`config.mk`:
```
export PLATFORM = sky130hd
export DESIGN_NAME = soft_start_ramp
export DESIGN_NICKNAME = d
export VERILOG_FILES = /design/src/rtl/ss_ramp_pkg.sv /design/src/rtl/ss_dwell_timer.sv /design/src/rtl/ss_step_add.sv /design/src/rtl/soft_start_ramp.sv
export SDC_FILE = /design/constraint.sdc
export NUM_CORES = 1
export LEC_CHECK = 0
export ABC_AREA = 1
export BUFFER_PORTS_ARGS = -buffer_cell sky130_fd_sc_hd__buf_2
export CAP_MARGIN = 25
export CELL_PAD_IN_SITES_DETAIL_PLACEMENT = 1
export CELL_PAD_IN_SITES_GLOBAL_PLACEMENT = 2
export CORE_AREA = 5 5 82 84
export DETAILED_ROUTE_END_ITERATION = 8
export DIE_AREA = 0 0 87 89
export GPL_TIMING_DRIVEN = 0
export PLACE_DENSITY_LB_ADDON = 0.1
export SLEW_MARGIN = 10
export SYNTH_ARGS = -nofsm -noshare
export SYNTH_HDL_FRONTEND = slang
export SYNTH_SLANG_ARGS = --single-unit
```
`constraint.sdc`:
```
create_clock -name clk -period 3.44 [get_ports clk]
set_input_delay 0.86 -clock clk [delete_from_list [all_inputs] [get_ports clk]]
set_output_delay 0.86 -clock clk [all_outputs]
set_load 0.005 [all_outputs]
```
`src/rtl/ss_ramp_pkg.sv`:
```
package ss_ramp_pkg;
  typedef enum logic {
    COND_CONT = 1'b0,
    COND_DISC = 1'b1
  } cond_mode_e;
endpackage

```
`src/rtl/ss_dwell_timer.sv`:
```
module ss_dwell_timer #(
  parameter int CNT_W = 8
) (
  input  logic             clk,
  input  logic             rst_n,
  input  logic             run,
  input  logic [CNT_W-1:0] limit,
  output logic             tick
);
  logic [CNT_W-1:0] cnt_q;

  always_comb tick = run && (cnt_q >= (limit - CNT_W'(1)));

  always_ff @(posedge clk or negedge rst_n) begin
    if (!rst_n)              cnt_q <= '0;
    else if (!run || tick)   cnt_q <= '0;
    else                     cnt_q <= cnt_q + CNT_W'(1);
  end


  dwell_wrap_chk: assert property (@(posedge clk) disable iff (!rst_n)
    tick |=> (cnt_q == '0));


  idle_clear_chk: assert property (@(posedge clk) disable iff (!rst_n)
    !run |=> (cnt_q == '0));
endmodule

```
`src/rtl/ss_step_add.sv`:
```
module ss_step_add #(
  parameter int CODE_W = 7
) (
  input  logic [CODE_W-1:0] level,
  input  logic [CODE_W-1:0] step,
  input  logic [CODE_W-1:0] target,
  output logic [CODE_W-1:0] next_level
);
  logic [CODE_W:0] sum;

  always_comb begin
    sum = {1'b0, level} + {1'b0, step};
    if (sum >= {1'b0, target}) next_level = target;
    else                       next_level = sum[CODE_W-1:0];
  end
endmodule

```
`src/rtl/soft_start_ramp.sv`:
```
module soft_start_ramp
  import ss_ramp_pkg::*;
#(
  parameter int CODE_W     = 7,
  parameter int MAX_CODE   = 100,
  parameter int START_CODE = 2,
  parameter int CONT_STEP  = 1,
  parameter int DISC_STEP  = 2,
  parameter int CONT_DWELL = 40000,
  parameter int DISC_DWELL = 80000
) (
  input  logic              clk,
  input  logic              rst_n,
  input  logic              chg_en,
  input  logic [CODE_W-1:0] target_code,
  input  logic              dcm_mode,
  output logic [CODE_W-1:0] iref_code
);
  localparam int LONG_DWELL = (CONT_DWELL > DISC_DWELL) ? CONT_DWELL : DISC_DWELL;
  localparam int BIG_STEP   = (CONT_STEP > DISC_STEP) ? CONT_STEP : DISC_STEP;
  localparam int CNT_W      = $clog2(LONG_DWELL + 1);
  localparam logic [CODE_W-1:0] START_C = CODE_W'(START_CODE);
  localparam logic [CODE_W-1:0] MAX_C   = CODE_W'(MAX_CODE);

  cond_mode_e        mode;
  logic              tgt_ok;
  logic              run_q;
  logic [CODE_W-1:0] iref_q;
  logic [CODE_W-1:0] step_sel;
  logic [CNT_W-1:0]  dwell_sel;
  logic [CODE_W-1:0] stepped;
  logic              climbing;
  logic              tick;

  always_comb begin
    mode      = cond_mode_e'(dcm_mode);
    tgt_ok    = chg_en && (target_code != '0) && (target_code <= MAX_C);
    climbing  = run_q && tgt_ok && (iref_q < target_code);
    step_sel  = (mode == COND_DISC) ? CODE_W'(DISC_STEP)  : CODE_W'(CONT_STEP);
    dwell_sel = (mode == COND_DISC) ? CNT_W'(DISC_DWELL) : CNT_W'(CONT_DWELL);
  end

  ss_dwell_timer #(.CNT_W(CNT_W)) u_timer (
    .clk   (clk),
    .rst_n (rst_n),
    .run   (climbing),
    .limit (dwell_sel),
    .tick  (tick)
  );

  ss_step_add #(.CODE_W(CODE_W)) u_step (
    .level      (iref_q),
    .step       (step_sel),
    .target     (target_code),
    .next_level (stepped)
  );

  always_ff @(posedge clk or negedge rst_n) begin
    if (!rst_n) begin
      run_q  <= 1'b0;
      iref_q <= '0;
    end else if (!tgt_ok) begin
      run_q  <= 1'b0;
      iref_q <= '0;
    end else if (!run_q) begin
      run_q  <= 1'b1;
      iref_q <= (target_code < START_C) ? target_code : START_C;
    end else if (target_code < iref_q) begin
      iref_q <= target_code;
    end else if (tick) begin
      iref_q <= stepped;
    end
  end

  assign iref_code = iref_q;


  chg_off_chk: assert property (@(posedge clk) disable iff (!rst_n)
    !chg_en |=> (iref_code == '0));


  bad_target_chk: assert property (@(posedge clk) disable iff (!rst_n)
    (chg_en && ((target_code == '0) || (target_code > MAX_C))) |=> (iref_code == '0));


  start_floor_chk: assert property (@(posedge clk) disable iff (!rst_n)
    $rose(run_q) |-> (iref_code <= START_C));


  no_overshoot_chk: assert property (@(posedge clk) disable iff (!rst_n)
    (run_q && $past(run_q) && $stable(target_code)) |-> (iref_code <= target_code));


  step_bound_chk: assert property (@(posedge clk) disable iff (!rst_n)
    run_q |=> (!run_q || ({1'b0, iref_code} <= {1'b0, $past(iref_code)} + (CODE_W+1)'(BIG_STEP))));
endmodule

```
### Yosys cells after proc, flatten, opt, wreduce, memory -nomap -nowiden

Cells that the tools add are included.

| word-level totals | value |
|---|---|
| word-level logic and storage cells | 31 |
| flip-flop bits (word level) | 25 |
| output and inout port bits | 7 |

| cells by class | value |
|---|---|
| equality and inequality tests | 1 |
| $add $sub $neg | 3 |
| order comparisons | 6 |
| mux-type cells | 10 |
| reductions and logical operators | 8 |

Operator list:

| kind | count |
|---|---|
| $mux W7 | 6 |
| $mux W17 | 2 |
| $add A17 B1 Y17 const B | 1 |
| $ge A17 B17 Y1 | 1 |
| $sub A17 B1 Y17 const B | 1 |
| $lt A7 B7 Y1 | 2 |
| $add A7 B2 Y8 | 1 |
| $ge A8 B7 Y1 | 1 |
| $le A7 B7 Y1 const B | 1 |
| $lt A7 B2 Y1 const B | 1 |
| $reduce_bool A7 Y1 | 1 |
| $logic_and A1 B1 Y1 | 5 |
| $ne A4 B2 Y1 const B | 1 |
| $mux W2 | 1 |
| $logic_not A1 Y1 | 1 |
| $logic_or A1 B1 Y1 | 1 |
| $mux W1 | 1 |

### Depth between registers and ports, before layout

| logic depth | value |
|---|---|
| depth in word-level cells | 10 |
| depth in mapped cells | 17 |
| gate-level depth less buffers | 17 |

### Cells and area by module

From an unflattened synthesis, not the netlist that was laid out.

| unflattened totals | value |
|---|---|
| cells, all modules | 435 |
| area, all modules | 3047.9 um^2 |

By module, submodules not included:

| module | instances | cells an instance | seq. area each (um^2) | area each (um^2) |
|---|---|---|---|---|
| ss_dwell_timer | 1 | 220 | 425.4 | 1654.1 |
| soft_start_ramp | 1 | 116 | 200.2 | 773.2 |
| ss_step_add | 1 | 99 | 0.0 | 620.6 |

### Worst setup path before layout

OpenSTA, ideal clock, no wires.

| timing | value |
|---|---|
| path kind | in2reg |
| from | input port dcm_mode |
| to | register iref_q[2], in the netlist iref_code[2] |
| arrival | 2.728 ns |
| path buffers | 0 |
| setup time | 0.116 ns |
| slack | 0.595 ns |
| stages on the path | 16 |
| cell sequence | inv_1 -> ha_1 -> fa_1 -> nand2_1 -> nor3_1 -> xor2_1 -> ha_1 -> nand2_1 -> nor2_1 -> nand2_1 -> nand2_2 -> clkinv_2 -> nand2_1 -> o21ai_0 -> nand2_1 -> nand2_1 |

| between the ends | value |
|---|---|
| word-level cells in the longest chain between the ends | 8 |

RTL lines:

| element | RTL line | text |
|---|---|---|
| from (decl) | soft_start_ramp.sv:16 | `input logic dcm_mode,` |
| parallel branches: the longest is 8 deep, another holds $sub A17 B1 Y17 | - |  |
| to (signal assigned) | soft_start_ramp.sv:67 | `iref_q <= (target_code < START_C) ? target_code : START_C;` |
| to (signal assigned) | soft_start_ramp.sv:69 | `iref_q <= target_code;` |
| to (signal assigned) | soft_start_ramp.sv:71 | `iref_q <= stepped;` |
| to (decl) | soft_start_ramp.sv:28 | `logic [CODE_W-1:0] iref_q;` |

Parallel ways; which one is timed is not known. The select of a mux whose other input is x is not followed.
A chain may end at the register's enable or synchronous reset.

### Final worst setup path

| timing | value |
|---|---|
| from | input port dcm_mode |
| to | register iref_q[6], in the netlist iref_code[6] |

The elaborated chain is that of the path after synthesis.

==> results.txt <==
----------------------------------------------------
[Run status]
  Result of the run ... finished clean

[Timing]
  Unrepaired setup endpoints after global routing ... no
  Number of hold violations in the final report ... 0
  Fin. max-slew vios ... 0
  Max Clock Freq ... 323 MHz
  Crit share post-route ... 0.899
  Minimum clock period ... 3090 ps
  Clk_skew ... 6.74 ps
  Actual slew at the worst max-slew pin ... 570 ps
  Final setup vio count ... 0
  Final TNS setup ... 0 ps
  Rel. slew slack ... 0.620

[Worst setup path]
  Ordered cell list for the critical path ... buf_2 > inv_1 > ha_1 > fa_1 > nand2_1 > nor3_1 > xor2_1 > ha_1 > nand2_1 > nor2_1 > nand2_1 > nand2_2 > clkinv_2 > o21ai_0 > nand2_1 > nand2_1
  CP endpoint kind ... flip-flop
  RR Endpoint ... iref_code[6]
  Data arrival at the endpoint of the critical path ... 3320 ps
  R2R cell count ... 14
  Critical setup path kind ... input port to flip-flop
  Slowest library cell on the worst path ... sky130_fd_sc_hd__fa_1
  Last element of the critical path ... iref_code[6]
  Req. time, crit path ... 3660 ps
  Slack of the worst reg-to-reg path ... 780 ps
  Worst path max stage delay ... 420 ps
  Family with the most delay on the worst path ... adder cells
  Crit path max fanout ... 8
  Most common cell type on the critical path ... sky130_fd_sc_hd__nand2_1
  Reg2Reg Launch Point ... iref_code[0]
  CP startpoint kind ... input port
  Combined buffer and inverter count along the critical path ... 3
  Crit path from ... dcm_mode
  Logic depth of the worst setup path including buffers ... 16

[Place]
  Placed cell count ... 376
  Port Buf Inserts ... 17
  Total half-perimeter wirelength after legalization and detailed placement ... 4270 um
  GPL Wtd Cong ... 0.734

[Clocking]
  Max H-tree Level ... 1
  TritonCTS sink count ... 25
  Clock tree from TritonCTS ... yes
  Number of buffers inserted during clock tree synthesis ... 3
  CTS Root Cell ... sky130_fd_sc_hd__clkbuf_8
  Register clock-pin slew on the reported worst setup and hold paths ... 100 ps
  Post-cts gate resize count ... 0
  Hold_buf cts ... 0
  Clock latency reported for the late side of the worst-skew pair ... 280 ps
  Max clock buf depth ... 2
  Setup repair bufs after CTS ... 0

[Synth]
  Net Count, Synth ... 318
  Average size of a mapped cell ... 7.41 sq um
  Mapped Area ... 2100 sq um
  Total of warnings raised by yosys ... 0
  Seq cells post-synth ... 25
  Ranking of synthesized cells by area ... sky130_fd_sc_hd__dfrtp_1 (30%), sky130_fd_sc_hd__ha_1 (13%), sky130_fd_sc_hd__nand2_1 (13%), sky130_fd_sc_hd__inv_1 (6.4%), sky130_fd_sc_hd__xor2_1 (5.0%)
  Syn Inst Count ... 284
  Post-synthesis sequential area ratio ... 0.297
  Cell taking the most area after synthesis ... sky130_fd_sc_hd__dfrtp_1
  Proportion of netlist area held by the largest area contributor ... 0.297
  Netlist cell types ... 32

[Cells and area]
  Number of antenna diodes ... 0
  Layout Cells excl Fill ... 380
  Area delta synth->final ... 10.8%
  Leading cell types in the layout, fill and taps excluded ... sky130_fd_sc_hd__nand2_1 (73), sky130_fd_sc_hd__inv_1 (36), sky130_fd_sc_hd__nor2_1 (26)
  Fraction of layout cells with a size suffix above 1 ... 0.184
  Final net count ... 340
  Leading cell type in the layout, fill and taps excluded ... sky130_fd_sc_hd__nand2_1

[Die]
  Die Span X ... 87 um
  Die outline area ... 7740 sq um
  Starting utilization of the core area ... 0.360
  Number of I/O pins ... 18
  Core area ... 5850 sq um
  Die outline height ... 89 um
  Number of placement rows ... 28

[Pwr]
  Pwr dens ... 268 nW/um^2
  Peak supply drop ... 0.134 mV
  Cell leakage power ... 1.15 nW

[Global routing]
  Vias in the first global route ... 1862
  Global route overflow ... 0
  Wire length of the first global-routing pass ... 8750 um
  Initial antenna violation count ... 0
  Total Routing Usage GR ... 0.144
  Largest net degree at the start of global routing ... 26

[Detailed routing]
  Average vias per placed instance ... 4.74
  Routed wire length ... 5020 um
  Number of vias after detailed routing ... 1802
  Remaining number of nets flagged by the antenna check after routing ... 0
  Drt first-iter violations ... 31
  Number of design rule violations left after detail routing ... 0
  Number of detailed-routing iterations run before antenna repair ... 4
  WL/cell ... 13.2 um

[Worst hold path]
  Hold path depth ... 1
  Kind of path behind the tightest hold check ... flip-flop to flip-flop

[Job]
  Total of max-cap violations ... 0

----------------------------------------------------
logic make-up after synthesis:
group / after synthesis / share of synthesized area
buffers and inverters: 46 / 0.0904
and+or+nand+nor: 155 / 0.365
adders and majority gates: 23 / 0.140
AOI/OAI and AO/OA: 22 / 0.0529
DFF: 25 / 0.297
xor gates and xnor gates: 13 / 0.0541
cell type report:
type                            count  area [sq um]
Fill cell                         762          3520
Multi-Input combinational cell    213          1290
Sequential cell                    25           626
Inverter                           43           163
Tap cell                           75          93.8
Timing Repair Buffer               17          85.1
Clock buffer                        3          41.3
Buffer                              3          27.5
Clock inverter                      1          7.51
state kept, by name, summed over array words and instances, names as in the netlist:
register       flops
iref_code          7
run_q              1
u_timer.cnt_q     17
stage by stage:
step	worst slack, ps	cell area (sq um)	power, W	utilization	hold WS (ps)
after detailed placement	-11.0	2280	0.000452	0.390	486
after CTS	277	2330	0.000646	0.399	498
final	347	2330	0.000626	0.399	494
after floorplan	595	2100	0.000402	-	460
after global placement	13.3	2280	0.000450	0.390	480
after global routing	68.3	2330	0.000681	0.399	530
power breakdown:
part	switching [W]	leakage (nW)	internal [W]	total, W
clock	0.000102	0.0217	0.0000823	0.000184
sequential	0.00000904	0.345	0.000299	0.000309
combinational	0.0000837	0.786	0.0000490	0.000133
Yosys cell counts:
master                      n
sky130_fd_sc_hd__nor3_2     2
sky130_fd_sc_hd__nor2_4     2
sky130_fd_sc_hd__buf_6      2
sky130_fd_sc_hd__o21ai_0   11
sky130_fd_sc_hd__nand3_2    2
sky130_fd_sc_hd__nor2_8     1
sky130_fd_sc_hd__nor2_2    12
sky130_fd_sc_hd__inv_1     36
sky130_fd_sc_hd__nor4_1     2
sky130_fd_sc_hd__nand2_2    2
sky130_fd_sc_hd__nand2_1   73
sky130_fd_sc_hd__ha_1      22
sky130_fd_sc_hd__nor3b_1    3
sky130_fd_sc_hd__fa_1       1
sky130_fd_sc_hd__inv_2      6
sky130_fd_sc_hd__a21oi_1    8
sky130_fd_sc_hd__nor3b_2    1
sky130_fd_sc_hd__nand4_1    6
sky130_fd_sc_hd__xor2_1    12
sky130_fd_sc_hd__xnor2_1    1
sky130_fd_sc_hd__nor2_1    26
sky130_fd_sc_hd__buf_2      1
sky130_fd_sc_hd__nand3_1   14
sky130_fd_sc_hd__nor3_1     5
sky130_fd_sc_hd__a31oi_1    1
sky130_fd_sc_hd__o21ai_1    2
sky130_fd_sc_hd__nand3b_1   1
sky130_fd_sc_hd__dfrtp_1   25
sky130_fd_sc_hd__and2_4     1
sky130_fd_sc_hd__nand4_2    1
sky130_fd_sc_hd__nand3_4    1
sky130_fd_sc_hd__clkinv_2   1
worst min-delay path by stage:
stage                                 from          endpoint
after floorplan           u_timer.cnt_q[0]  u_timer.cnt_q[0]
after global placement    u_timer.cnt_q[0]  u_timer.cnt_q[0]
after detailed placement  u_timer.cnt_q[0]  u_timer.cnt_q[0]
after CTS                 u_timer.cnt_q[0]  u_timer.cnt_q[0]
after global routing      u_timer.cnt_q[0]  u_timer.cnt_q[0]
final                     u_timer.cnt_q[0]  u_timer.cnt_q[0]
per-layer routing:
metal / GRT usage / routed length [um] / up-vias
li1: - / - / 948
met1: 0.170 / 2210 / 834
met2: 0.274 / 2670 / 15
met3: 0.0120 / 75 / 5
met4: 0.0425 / 61 / 0
met5: 0 / 0 / -
(Power assumes the default switching activity.)
